**config.mk**
```make
export PLATFORM = sky130hd
export DESIGN_NAME = strobe_delay_timer
export DESIGN_NICKNAME = d
export VERILOG_FILES = /design/src/rtl/sdt_pkg.sv /design/src/rtl/sdt_decode.sv /design/src/rtl/sdt_unit_timer.sv /design/src/rtl/sdt_countdown.sv /design/src/rtl/strobe_delay_timer.sv
export SDC_FILE = /design/constraint.sdc
export NUM_CORES = 1
export LEC_CHECK = 0
export BUFFER_PORTS_ARGS = -buffer_cell sky130_fd_sc_hd__clkbuf_2
export CORE_UTILIZATION = 58
export DETAILED_ROUTE_END_ITERATION = 12
export GPL_ROUTABILITY_DRIVEN = 0
export PLACE_DENSITY = 0.77
export SLEW_MARGIN = 20
export SYNTH_ARGS = -nofsm -noshare
export SYNTH_HDL_FRONTEND = slang
export SYNTH_SLANG_ARGS = --single-unit
```
**constraint.sdc**
```tcl
create_clock -name clk -period 2.4 [get_ports clk]
set_input_delay 0.24 -clock clk [delete_from_list [all_inputs] [get_ports clk]]
set_output_delay 0.24 -clock clk [all_outputs]
set_load 0.05 [all_outputs]
```
**src/rtl/sdt_pkg.sv**
```systemverilog
package sdt_pkg;
  typedef enum logic [1:0] {
    HS_OUT_STROBE = 2'b00,
    HS_OUT_PULSE  = 2'b01,
    HS_IN_STROBE  = 2'b10,
    HS_IN_OTHER   = 2'b11
  } hs_mode_e;
endpackage

```
**src/rtl/sdt_decode.sv**
```systemverilog
module sdt_decode #(
  parameter int FACT_W    = 4,
  parameter int CODE_W    = 4,
  parameter int UNIT_W    = 10,
  parameter int UNIT_SLOW = 1000,
  parameter int UNIT_FINE = 1,
  parameter int UNIT_MID  = 10,
  parameter int UNIT_WIDE = 100
) (
  input  logic [FACT_W+CODE_W-1:0] cfg,
  input  sdt_pkg::hs_mode_e        mode,
  output logic [FACT_W-1:0]        eff_factor,
  output logic [UNIT_W-1:0]        unit_ticks
);
  import sdt_pkg::*;

  logic [FACT_W-1:0] raw_factor;
  logic [CODE_W-1:0] code;

  assign raw_factor = cfg[FACT_W+CODE_W-1:CODE_W];
  assign code       = cfg[CODE_W-1:0];

  always_comb begin
    case (code)
      CODE_W'(0): unit_ticks = UNIT_W'(UNIT_SLOW);
      CODE_W'(1): unit_ticks = UNIT_W'(UNIT_FINE);
      CODE_W'(2): unit_ticks = UNIT_W'(UNIT_MID);
      CODE_W'(3): unit_ticks = UNIT_W'(UNIT_WIDE);
      default:    unit_ticks = UNIT_W'(UNIT_FINE);
    endcase
  end

  always_comb begin
    case (mode)
      HS_OUT_STROBE,
      HS_OUT_PULSE: eff_factor = raw_factor;
      HS_IN_STROBE: eff_factor = (raw_factor == '0) ? '0 : raw_factor - FACT_W'(1);
      default:      eff_factor = '0;
    endcase
  end
endmodule

```
**src/rtl/sdt_unit_timer.sv**
```systemverilog
module sdt_unit_timer #(
  parameter int UNIT_W = 10
) (
  input  logic              clk,
  input  logic              rst,
  input  logic              load,
  input  logic [UNIT_W-1:0] unit_in,
  input  logic              run,
  input  logic              tick,
  output logic              unit_end
);
  logic [UNIT_W-1:0] unit_q;
  logic [UNIT_W-1:0] sub_cnt;

  assign unit_end = run && tick && !load && (sub_cnt == unit_q - UNIT_W'(1));

  always_ff @(posedge clk) begin
    if (rst) begin
      unit_q  <= UNIT_W'(1);
      sub_cnt <= '0;
    end else if (load) begin
      unit_q  <= (unit_in == '0) ? UNIT_W'(1) : unit_in;
      sub_cnt <= '0;
    end else if (run && tick) begin
      sub_cnt <= unit_end ? '0 : sub_cnt + UNIT_W'(1);
    end
  end

  // sub-unit counter never reaches the latched unit length
  p_unit_bound_r2: assert property (@(posedge clk) disable iff (rst)
    sub_cnt < unit_q);
endmodule

```
**src/rtl/sdt_countdown.sv**
```systemverilog
module sdt_countdown #(
  parameter int FACT_W = 4
) (
  input  logic              clk,
  input  logic              rst,
  input  logic              start,
  input  logic [FACT_W-1:0] eff_factor,
  input  logic              unit_end,
  output logic              busy,
  output logic              done
);
  logic [FACT_W-1:0] remain;

  always_ff @(posedge clk) begin
    if (rst) begin
      remain <= '0;
      busy   <= 1'b0;
      done   <= 1'b0;
    end else if (start) begin
      remain <= eff_factor;
      busy   <= (eff_factor != '0);
      done   <= (eff_factor == '0);
    end else if (busy && unit_end) begin
      remain <= remain - FACT_W'(1);
      busy   <= (remain != FACT_W'(1));
      done   <= (remain == FACT_W'(1));
    end else begin
      done   <= 1'b0;
    end
  end

  // a running count always has units left
  p_remain_live_r3: assert property (@(posedge clk) disable iff (rst)
    busy |-> (remain != '0));
  // done does not repeat without a new start
  p_done_single_r7: assert property (@(posedge clk) disable iff (rst)
    (done && !start) |=> !done);
  // busy only falls when a done is issued
  p_busy_fall_r7: assert property (@(posedge clk) disable iff (rst)
    $fell(busy) |-> done);
endmodule

```
**src/rtl/strobe_delay_timer.sv**
```systemverilog
module strobe_delay_timer #(
  parameter int FACT_W    = 4,
  parameter int CODE_W    = 4,
  parameter int UNIT_SLOW = 1000,
  parameter int UNIT_FINE = 1,
  parameter int UNIT_MID  = 10,
  parameter int UNIT_WIDE = 100
) (
  input  logic                     clk,
  input  logic                     rst,
  input  logic                     tick_us,
  input  logic [FACT_W+CODE_W-1:0] dly_cfg,
  input  logic [1:0]               hs_mode,
  input  logic                     start,
  output logic                     busy,
  output logic                     done
);
  import sdt_pkg::*;

  localparam int UNIT_MAX = (UNIT_SLOW > UNIT_WIDE) ? UNIT_SLOW : UNIT_WIDE;
  localparam int UNIT_W   = $clog2(UNIT_MAX + 1);

  logic [FACT_W-1:0] eff_factor;
  logic [UNIT_W-1:0] unit_ticks;
  logic              unit_end;

  sdt_decode #(
    .FACT_W(FACT_W), .CODE_W(CODE_W), .UNIT_W(UNIT_W),
    .UNIT_SLOW(UNIT_SLOW), .UNIT_FINE(UNIT_FINE),
    .UNIT_MID(UNIT_MID), .UNIT_WIDE(UNIT_WIDE)
  ) u_decode (
    .cfg        (dly_cfg),
    .mode       (hs_mode_e'(hs_mode)),
    .eff_factor (eff_factor),
    .unit_ticks (unit_ticks)
  );

  sdt_unit_timer #(.UNIT_W(UNIT_W)) u_unit (
    .clk      (clk),
    .rst      (rst),
    .load     (start),
    .unit_in  (unit_ticks),
    .run      (busy),
    .tick     (tick_us),
    .unit_end (unit_end)
  );

  sdt_countdown #(.FACT_W(FACT_W)) u_count (
    .clk        (clk),
    .rst        (rst),
    .start      (start),
    .eff_factor (eff_factor),
    .unit_end   (unit_end),
    .busy       (busy),
    .done       (done)
  );

  // other-input mode answers on the next cycle without counting
  p_other_mode_r6: assert property (@(posedge clk) disable iff (rst)
    (start && hs_mode == 2'b11) |=> (done && !busy));
  // counting and completion never overlap
  p_no_overlap_r9: assert property (@(posedge clk) disable iff (rst)
    !(busy && done));
  // outputs idle in the cycle after reset
  p_reset_idle_r1: assert property (@(posedge clk)
    $past(rst) |-> (!busy && !done));
endmodule

```
==> flow_summary.yaml, run 1 <==
floorplanning:
  die_h_um: 53.3
  fp.dieW_um: 53.3
  dieArea_sq_um: 2840
  top_level_ports: 16
  initial_core_util_pct: 61.5
  std_cell_rows: 18
  core_sq_um: 2480
cells_and_area:
  synthToLayoutAreaGrowth_pct: 11.3
  diodes: 0
  fillCellCount: 215
  final_cell_mix: "dfxtp_1 (21), nor2_1 (19), clkbuf_2 (15), inv_1 (12), nand2_1 (12)"
  layout.nets: 222
  drive_gt1_share_pct: 17.8
  layout_commonest_cell: "dfxtp_1"
power_and_ir_drop:
  max-vdd-ir-drop_v: 0.000430
  powerDensity_nw_per_um2: 475
  power.total_w: 0.000806
  p_leak_nw: 0.611
yosys:
  yosysSeqAreaShare_pct: 28.9
  async_reset_ff_share_pct: 0
  yosysWarnings: 0
  yosys_register_bits: 22
  syn-num-nets: 206
  ys.flop_type: "dfxtp_1"
  synth-edff-count: 0
  avgSynthCellArea_sq_um: 8.15
  syn_area_sq_um: 1520
  synth_area_leaders: "dfxtp_1 (29%), nor2_1 (4.7%), xor2_1 (4.6%)"
  synth.lib_cells_used.distinct: 49
  synth_top_cell_by_area: "dfxtp_1"
  synth_top_area_share_pct: 28.9
  syn-instance-count: 187
route:
  drt_wl_total_um: 3200
  first_iter_violations: 20
  post-route-drc-count: 0
  first_pass_iters: 4
  wl_per_cell_um: 13.8
  dr_total_vias: 1381
  drt-vias-per-instance: 5.95
  ant_nets: 0
worst_setup_path:
  crit_path_start_kind: "register"
  path_class: "reg -> reg"
  startpoint: "u_unit.unit_q[2]"
  cp-endpoint: "u_count.remain[3]"
  reg2reg_to: "u_count.remain[3]"
  critPathCaptureType: "register"
  reg2regPathDepth: 6
  r2r_start: "u_unit.unit_q[2]"
  arrival_ns: 2.52
  required_ns: 2.62
  crit_fanout: 9
  reg2reg_slack_ns: 0.1
global_routing:
  grt_pass1_wl_um: 5630
  overflow: 0
  grtUsageTotal_pct: 27.1
  grt_pass1_vias: 1321
  antenna_found_initial: 0
  grt_max_degree: 15
sta:
  drv_slew: 0
  relSlewSlack_pct: 66.8
  worst_slack_ns: 0.0992
  min_period_ns: 2.30
  setup_viol: 0
  fin_crit_sh_pct: 95.9
  fmax_mhz: 435
  skew_ns: 0.00451
  timing_hold_violations_final: 0
  tightest_slew_ns: 0.497
clock_tree:
  cts.hold.buffers_added: 0
  htreeDepth: 1
  cts_buffers: 3
  clk_pin_slew_worst_paths_ns: 0.12
  tritoncts: "yes"
  cts_buffer_depth: 2
  clock_latency_ns: 0.32
  post_cts_buffers: 0
  cts_sinks: 22
  cts-root-buf: "clkbuf_4"
job:
  cap_violations: 0
status:
  outcome: "finished, final reports clean"
min_path:
  min_path_type: "in -> reg"
place:
  port_buffers: 15
  place_ws_ns: -0.0646
  dp_hpwl_um: 2450
==> cell families (layout without fill, tap and decap cells) <==
kind of cell / Yosys count / count (layout) / synth area share [%]
flops: 22 / 22 / 28.9
fa+ha+maj: 5 / 5 / 4.11
xor+xnor: 14 / 14 / 8.05
compound gates: 39 / 39 / 19.6
mux: 4 / 4 / 2.63
buf+inv: 21 / 36 / 6.65
simple gates: 82 / 82 / 30.0
==> synth_stat cells (2+ instances only) <==
master and instances:
a211oi_1 2, ha_1 5, nand2_1 13, buf_6 2, nand4_1 7, buf_2 3
a2111oi_0 2, nor2b_1 2, o21ai_0 6, a21oi_1 7, mux2i_1 4, nor3_1 8
and3_1 2, o31ai_1 4, dfxtp_1 22, nor2_1 19, inv_1 12, nand3_1 7
nor4_1 2, and2_1 4, xor2_1 8, nand2b_1 3, nor3b_1 5, nand4b_1 3
a22oi_1 2, xnor2_1 6, clkbuf_1 2, o211ai_1 4
==> stage by stage <==
step,setup TNS [ns],util (%),hold slack (ns),cell area [sq um],cells
final,0,68.5,0.208,1700,232
after global routing,-0.00849,68.5,0.237,1700,232
after CTS,0,67.9,0.203,1680,232
after detailed placement,-0.546,65.2,0.519,1610,228
after global placement,0,65.2,0.500,1610,228
after floorplan,0,-,0.309,1520,187
==> critical path, cell delays in order, from the launching register on <==
cell and delay, ns:
dfxtp_1 0.43, or4_4 0.56, nor2_8 0.13, mux2i_1 0.36
a211oi_4 0.18, o211a_1 0.27, a2111oi_2 0.26
==> power breakdown <==
group	switching, W	leakage [nW]	internal (W)	total [W]
sequential	0.0000101	0.178	0.000375	0.000385
combinational	0.0000811	0.405	0.0000543	0.000135
clock	0.000116	0.0279	0.000169	0.000285
total	0.000207	0.611	0.000599	0.000806
==> registers in the layout, summed over array words and instances (netlist names) <==
name            cells
u_count.busy        1
u_count.done        1
u_count.remain      4
u_unit.sub_cnt     10
u_unit.unit_q       6
==> routing by layer <==
| layer | vias to the layer above | share of wire, % | global-route usage [%] |
|---|---|---|---|
| met1 | 637 | 48 | 33.8 |
| met4 | 0 | 1.6 | 8.77 |
| met3 | 6 | 3.4 | 6.32 |
| li1 | 708 | - | - |
| met2 | 30 | 47 | 45.2 |
| met5 | - | 0 | 0 |
==> layout make-up <==
cell class / count / area (sq um) / share of cell area [%]
well taps: 30 / 37.5 / 2.21
repair buffers: 19 / 105 / 6.19
clock inverters: 1 / 30.0 / 1.77
flip-flops and latches: 22 / 442 / 26.0
clock buffers: 3 / 22.5 / 1.33
multi-input cells: 144 / 1010 / 59.6
inverters: 13 / 48.8 / 2.88
==> worst min path at each step <==
| stage | end | start | slack, ns | depth (start not counted) |
|---|---|---|---|---|
| 2_1_floorplan | u_count.remain[3] | rst | 0.31 | 1 |
| 4_1_cts | u_unit.unit_q[2] | dly_cfg[0] | 0.20 | 3 |
| 3_5_place_dp | u_unit.unit_q[1] | u_unit.unit_q[1] | 0.52 | 2 |
| 5_1_grt | u_unit.unit_q[2] | dly_cfg[0] | 0.24 | 3 |
| 3_3_place_gp | u_unit.unit_q[1] | u_unit.unit_q[1] | 0.50 | 2 |
| 6_report | u_unit.unit_q[2] | dly_cfg[0] | 0.21 | 3 |
==> what timing repair did <==
action,CTS,global route
pin swaps,0,0
gates resized for setup,3,5
endpoints found under the setup margin,10,16
No activity file was read; power rests on OpenSTA's default activity.
==> run 2: changes to the inputs <==
- CORE_ASPECT_RATIO: default -> 0.6
- CORE_MARGIN: default -> 3
==> run 2 against run 1 <==
Compared with the run above:
- setup slack gained 0.057 ns
- worst hold slack gained 0.070 ns
- final area rose by 1.3%
- sequential power is essentially flat
- count of clock-buffer cells in the layout did not move
- flip-flop and latch count unchanged
==> flow_summary.yaml, run 2 (synthesis results as in run 1) <==
status:
  outcome: "finished, final reports clean"
clock_tree:
  tritoncts: "yes"
  cts_sinks: 22
  clk_pin_slew_worst_paths_ns: 0.07
  cts-root-buf: "clkbuf_8"
  htreeDepth: 1
  cts.hold.buffers_added: 0
  clock_latency_ns: 0.26
  cts_buffer_depth: 2
  cts_buffers: 3
floorplanning:
  initial_core_util_pct: 65.5
  std_cell_rows: 13
  dieArea_sq_um: 3300
  fp.dieW_um: 72.2
  top_level_ports: 16
  core_sq_um: 2330
  die_h_um: 45.7
sta:
  relSlewSlack_pct: 65.0
  skew_ns: 0.00270
  setup_tns_ns: 0
  setup_viol: 0
  hold_ws_ns: 0.278
  timing_hold_violations_final: 0
  drv_slew: 0
  worst_slack_ns: 0.157
  tightest_slew_ns: 0.519
  fmax_mhz: 446
  fin_crit_sh_pct: 93.5
  rsz0062_at_grt: "false"
  min_period_ns: 2.24
route:
  wl_per_cell_um: 16.5
  drt-vias-per-instance: 6.22
  post-route-drc-count: 0
  first_iter_violations: 97
  ant_nets: 0
  dr_total_vias: 1456
  first_pass_iters: 4
  drt_wl_total_um: 3860
cells_and_area:
  regMostFlops: "u_unit.sub_cnt"
  postLayoutCoreUtil_pct: 73.9
  largest_register_ffs: 10
  diodes: 0
  layout.nets: 225
  final_cells: 234
  final_cell_mix: "nor2_1 (19), dfxtp_1 (19), clkbuf_2 (15), inv_1 (12), nand2_1 (12)"
  drive_gt1_share_pct: 20.1
  synthToLayoutAreaGrowth_pct: 12.7
  reg_top3: "u_unit.sub_cnt: 10 flops, u_unit.unit_q: 6 flops, u_count.remain: 4 flops"
min_path:
  holdCritStartpoint: "dly_cfg[0]"
  min_path_type: "in -> reg"
power_and_ir_drop:
  powerDensity_nw_per_um2: 442
  max-vdd-ir-drop_v: 0.000311
  p_leak_nw: 0.621
place:
  dp_hpwl_um: 2930
  place_ws_ns: -0.0437
  port_buffers: 15
  dp_cells: 230
worst_setup_path:
  path_class: "reg -> reg"
  startpoint: "u_unit.unit_q[0]"
  reg2reg_slack_ns: 0.16
  required_ns: 2.57
  crit_fanout: 8
  crit_path_start_kind: "register"
  critPathCaptureType: "register"
  r2r_start: "u_unit.unit_q[0]"
  arrival_ns: 2.41
global_routing:
  antenna_found_initial: 0
  grt_max_degree: 15
  overflow: 0
  grt_pass1_wl_um: 6240
  grtUsageTotal_pct: 25.2
  grt_pass1_vias: 1338
job:
  cap_violations: 0
==> run 2: changes by cell type in the layout (fill, tap and decap cells not counted), sizes merged <==
cell,previous run,this run
buf,4,7
bufinv,1,0
==> run 2: power by group <==
group          switching (W)  leakage (nW)  internal, W
sequential         0.0000117         0.179     0.000375
clock               0.000115        0.0216     0.000112
combinational      0.0000879         0.420    0.0000585
total               0.000214         0.621     0.000546
==> run 2: layout make-up <==
cell class | count | area [sq um]
repair buffers | 22 | 128
fillers | 173 | 608
multi-input cells | 144 | 1020
well taps | 30 | 37.5
inverters | 13 | 48.8
flip-flops and latches | 22 | 444
clock buffers | 3 | 41.3
==> run 2: what timing repair did <==
item / in CTS / in global routing
pin swaps: 0 / 2
resized for setup: 3 / 8
buffers inserted: 0 / 1
endpoints found under the setup margin: 16 / 14
==> run 2: final timing paths <==
check                      end  cells past startpoint
max          u_count.remain[3]                      6
min           u_unit.unit_q[2]                      3
max reg2reg  u_count.remain[3]                      6
min reg2reg   u_unit.unit_q[1]                      2
==> run 2: per-stage QoR <==
step	area (sq um)	power, W
after CTS	1680	0.000754
after global placement	1630	0.000522
after global routing	1720	0.000789
final	1720	0.000760
after floorplan	1520	0.000480
after detailed placement	1630	0.000529
==> run 2: layer usage <==
layer  track usage (%)  wire length (um)  share of wire [%]
met3              6.61               297                7.7
met2              38.5              1720                 45
met1              34.7              1760                 46
met4              8.24                74                1.9
met5                 0                 0                  0
==> run 2: worst max-delay path, stage by stage, from the launching register on <==
cell and delay (ns):
dfxtp_2 0.36, or4_4 0.59, nor2_8 0.14, mux2i_1 0.35
a211oi_4 0.18, o211a_1 0.27, a2111oi_2 0.26
==> run 3: changes to the inputs <==
- clock period: 2.4 -> 2.1 ns (I/O delays scaled with it)
==> run 3 against run 2 <==
Compared with the run above:
- the flow now finishes with violations (negative setup slack)
- non-clock buffer count is 8 higher
- total power grew 17%
- core utilization is 7.3 points higher
- via count rose by 4.9%
- critical path depth unchanged
- largest cell class unchanged
- clock skew is 0.00094 ns lower
- maximum frequency up 1.9%
- combinational power grew 29%
- worst hold slack lost 0.029 ns
- critical path type unchanged
- final cell count increased by 3.4%
- clock power up 16%
==> flow_summary.yaml, run 3 (synthesis results as in run 1) <==
global_routing:
  grt_pass1_vias: 1463
  grt_pass1_wl_um: 6870
  grt_max_degree: 15
  antenna_found_initial: 0
  grtUsageTotal_pct: 28.1
  overflow: 0
floorplanning:
  fp.dieW_um: 72.2
  top_level_ports: 16
  dieArea_sq_um: 3300
  initial_core_util_pct: 65.5
  core_sq_um: 2330
  die_h_um: 45.7
  std_cell_rows: 13
worst_setup_path:
  reg2regPathDepth: 6
  arrival_ns: 2.38
  path_class: "reg -> reg"
  reg2reg_slack_ns: -0.10
  crit_path_start_kind: "register"
  r2r_start: "u_unit.unit_q[1]"
  reg2reg_to: "u_count.remain[1]"
  crit_fanout: 8
  critPathCaptureType: "register"
  required_ns: 2.28
status:
  outcome: "finished with violations"
  failed_checks: "negative setup slack"
route:
  wl_per_cell_um: 17.3
  dr_total_vias: 1528
  drt_wl_total_um: 4180
  drt-vias-per-instance: 6.31
  ant_nets: 0
  first_iter_violations: 97
  first_pass_iters: 5
  post-route-drc-count: 0
min_path:
  hold-path-cell-count: 3
  hold_end: "u_unit.unit_q[2]"
  min_path_type: "in -> reg"
  holdCritStartpoint: "dly_cfg[0]"
cells_and_area:
  fillCellCount: 145
  drive_gt1_share_pct: 27.4
  layout_commonest_cell: "dfxtp_1"
  largest_register_ffs: 10
  diodes: 0
  synthToLayoutAreaGrowth_pct: 23.8
  regMostFlops: "u_unit.sub_cnt"
  layout.nets: 233
  multi_input_area_sq_um: 1100
  reg_top3: "u_unit.sub_cnt: 10 flops, u_unit.unit_q: 6 flops, u_count.remain: 4 flops"
  final_cells: 242
  seq_area_sq_um: 447
  final_cell_mix: "dfxtp_1 (19), clkbuf_2 (15), nor2_1 (14)"
sta:
  timing_hold_violations_final: 0
  worst_slack_ns: -0.101
  tightest_slew_ns: 0.524
  rsz0062_at_grt: "true"
  skew_ns: 0.00177
  relSlewSlack_pct: 65.0
  setup_viol: 16
  min_period_ns: 2.20
  fin_crit_sh_pct: 105
  fmax_mhz: 454
  drv_slew: 0
clock_tree:
  clock_latency_ns: 0.26
  cts_buffers: 3
  cts.hold.buffers_added: 0
  cts-root-buf: "clkbuf_8"
  clk_pin_slew_worst_paths_ns: 0.08
  cts_buffer_depth: 2
  htreeDepth: 1
  cts_sinks: 22
  tritoncts: "yes"
power_and_ir_drop:
  powerDensity_nw_per_um2: 472
  p_leak_nw: 0.672
  max-vdd-ir-drop_v: 0.000298
place:
  dp_hpwl_um: 3030
  dp_cells: 237
  port_buffers: 15
  place_ws_ns: -0.236
job:
  cap_violations: 0
[run 3: how the worst max path moves through the flow]
| stage | start | to | slack, ns | depth (start not counted) |
|---|---|---|---|---|
| after floorplan | u_unit.unit_q[2] | u_count.remain[3] | 0.007 | 7 |
| after global placement | u_unit.unit_q[0] | u_count.remain[3] | -0.08 | 9 |
| after detailed placement | u_unit.unit_q[1] | u_count.remain[1] | -0.24 | 8 |
| after CTS | u_unit.unit_q[0] | u_count.remain[3] | -0.05 | 6 |
| after global routing | u_unit.unit_q[0] | u_count.remain[3] | -0.20 | 8 |
| final | u_unit.unit_q[1] | u_count.remain[1] | -0.10 | 6 |
[run 3: layout make-up]
| class | instances | area share [%] |
|---|---|---|
| Sequential cell | 22 | 23.7 |
| Multi-Input combinational cell | 144 | 58.6 |
| Clock buffer | 3 | 2.19 |
| Inverter | 13 | 2.59 |
| Tap cell | 30 | 1.99 |
| Timing Repair Buffer | 30 | 11.0 |
[run 3: metal layers]
metal / track usage, % / vias to the layer above / share of wire, %
li1: - / 729 / -
met1: 35.5 / 695 / 43
met2: 46.1 / 86 / 45
met3: 6.61 / 18 / 8.8
met4: 13.1 / 0 / 3.2
met5: 0 / - / 0
[run 3: what timing repair did]
item                       in CTS  in global routing
cloned                          1                  0
setup endpoints to repair      16                 16
pin swaps                      16                  4
resized for setup              17                 11
setup buffers                   1                  0
[run 3: metrics by stage]
step | setup TNS (ns) | cell area [sq um] | utilization (%) | power, W | hold WS [ns]
6_report | -0.847 | 1890 | 81.1 | 0.000891 | 0.249
5_1_grt | -1.95 | 1890 | 81.1 | 0.000919 | 0.272
4_1_cts | -0.169 | 1830 | 78.8 | 0.000880 | 0.243
3_5_place_dp | -2.90 | 1700 | 72.9 | 0.000612 | 0.518
3_3_place_gp | -0.393 | 1700 | 72.9 | 0.000602 | 0.502
2_1_floorplan | 0 | 1530 | - | 0.000549 | 0.279
[run 3: worst max-delay path, stage by stage (launching register included)]
cell and delay [ns]:
dfxtp_4 0.36, or4_4 0.56, nor2_8 0.17, mux2i_2 0.33, a211oi_4 0.12, or3_1 0.38
a31oi_1 0.20
[run 3: where the power goes]
part / internal (W) / switching [W] / leakage (nW)
registers: 0.000428 / 0.0000116 / 0.179
logic: 0.0000779 / 0.000110 / 0.471
clock network: 0.000128 / 0.000135 / 0.0216
total: 0.000634 / 0.000257 / 0.672
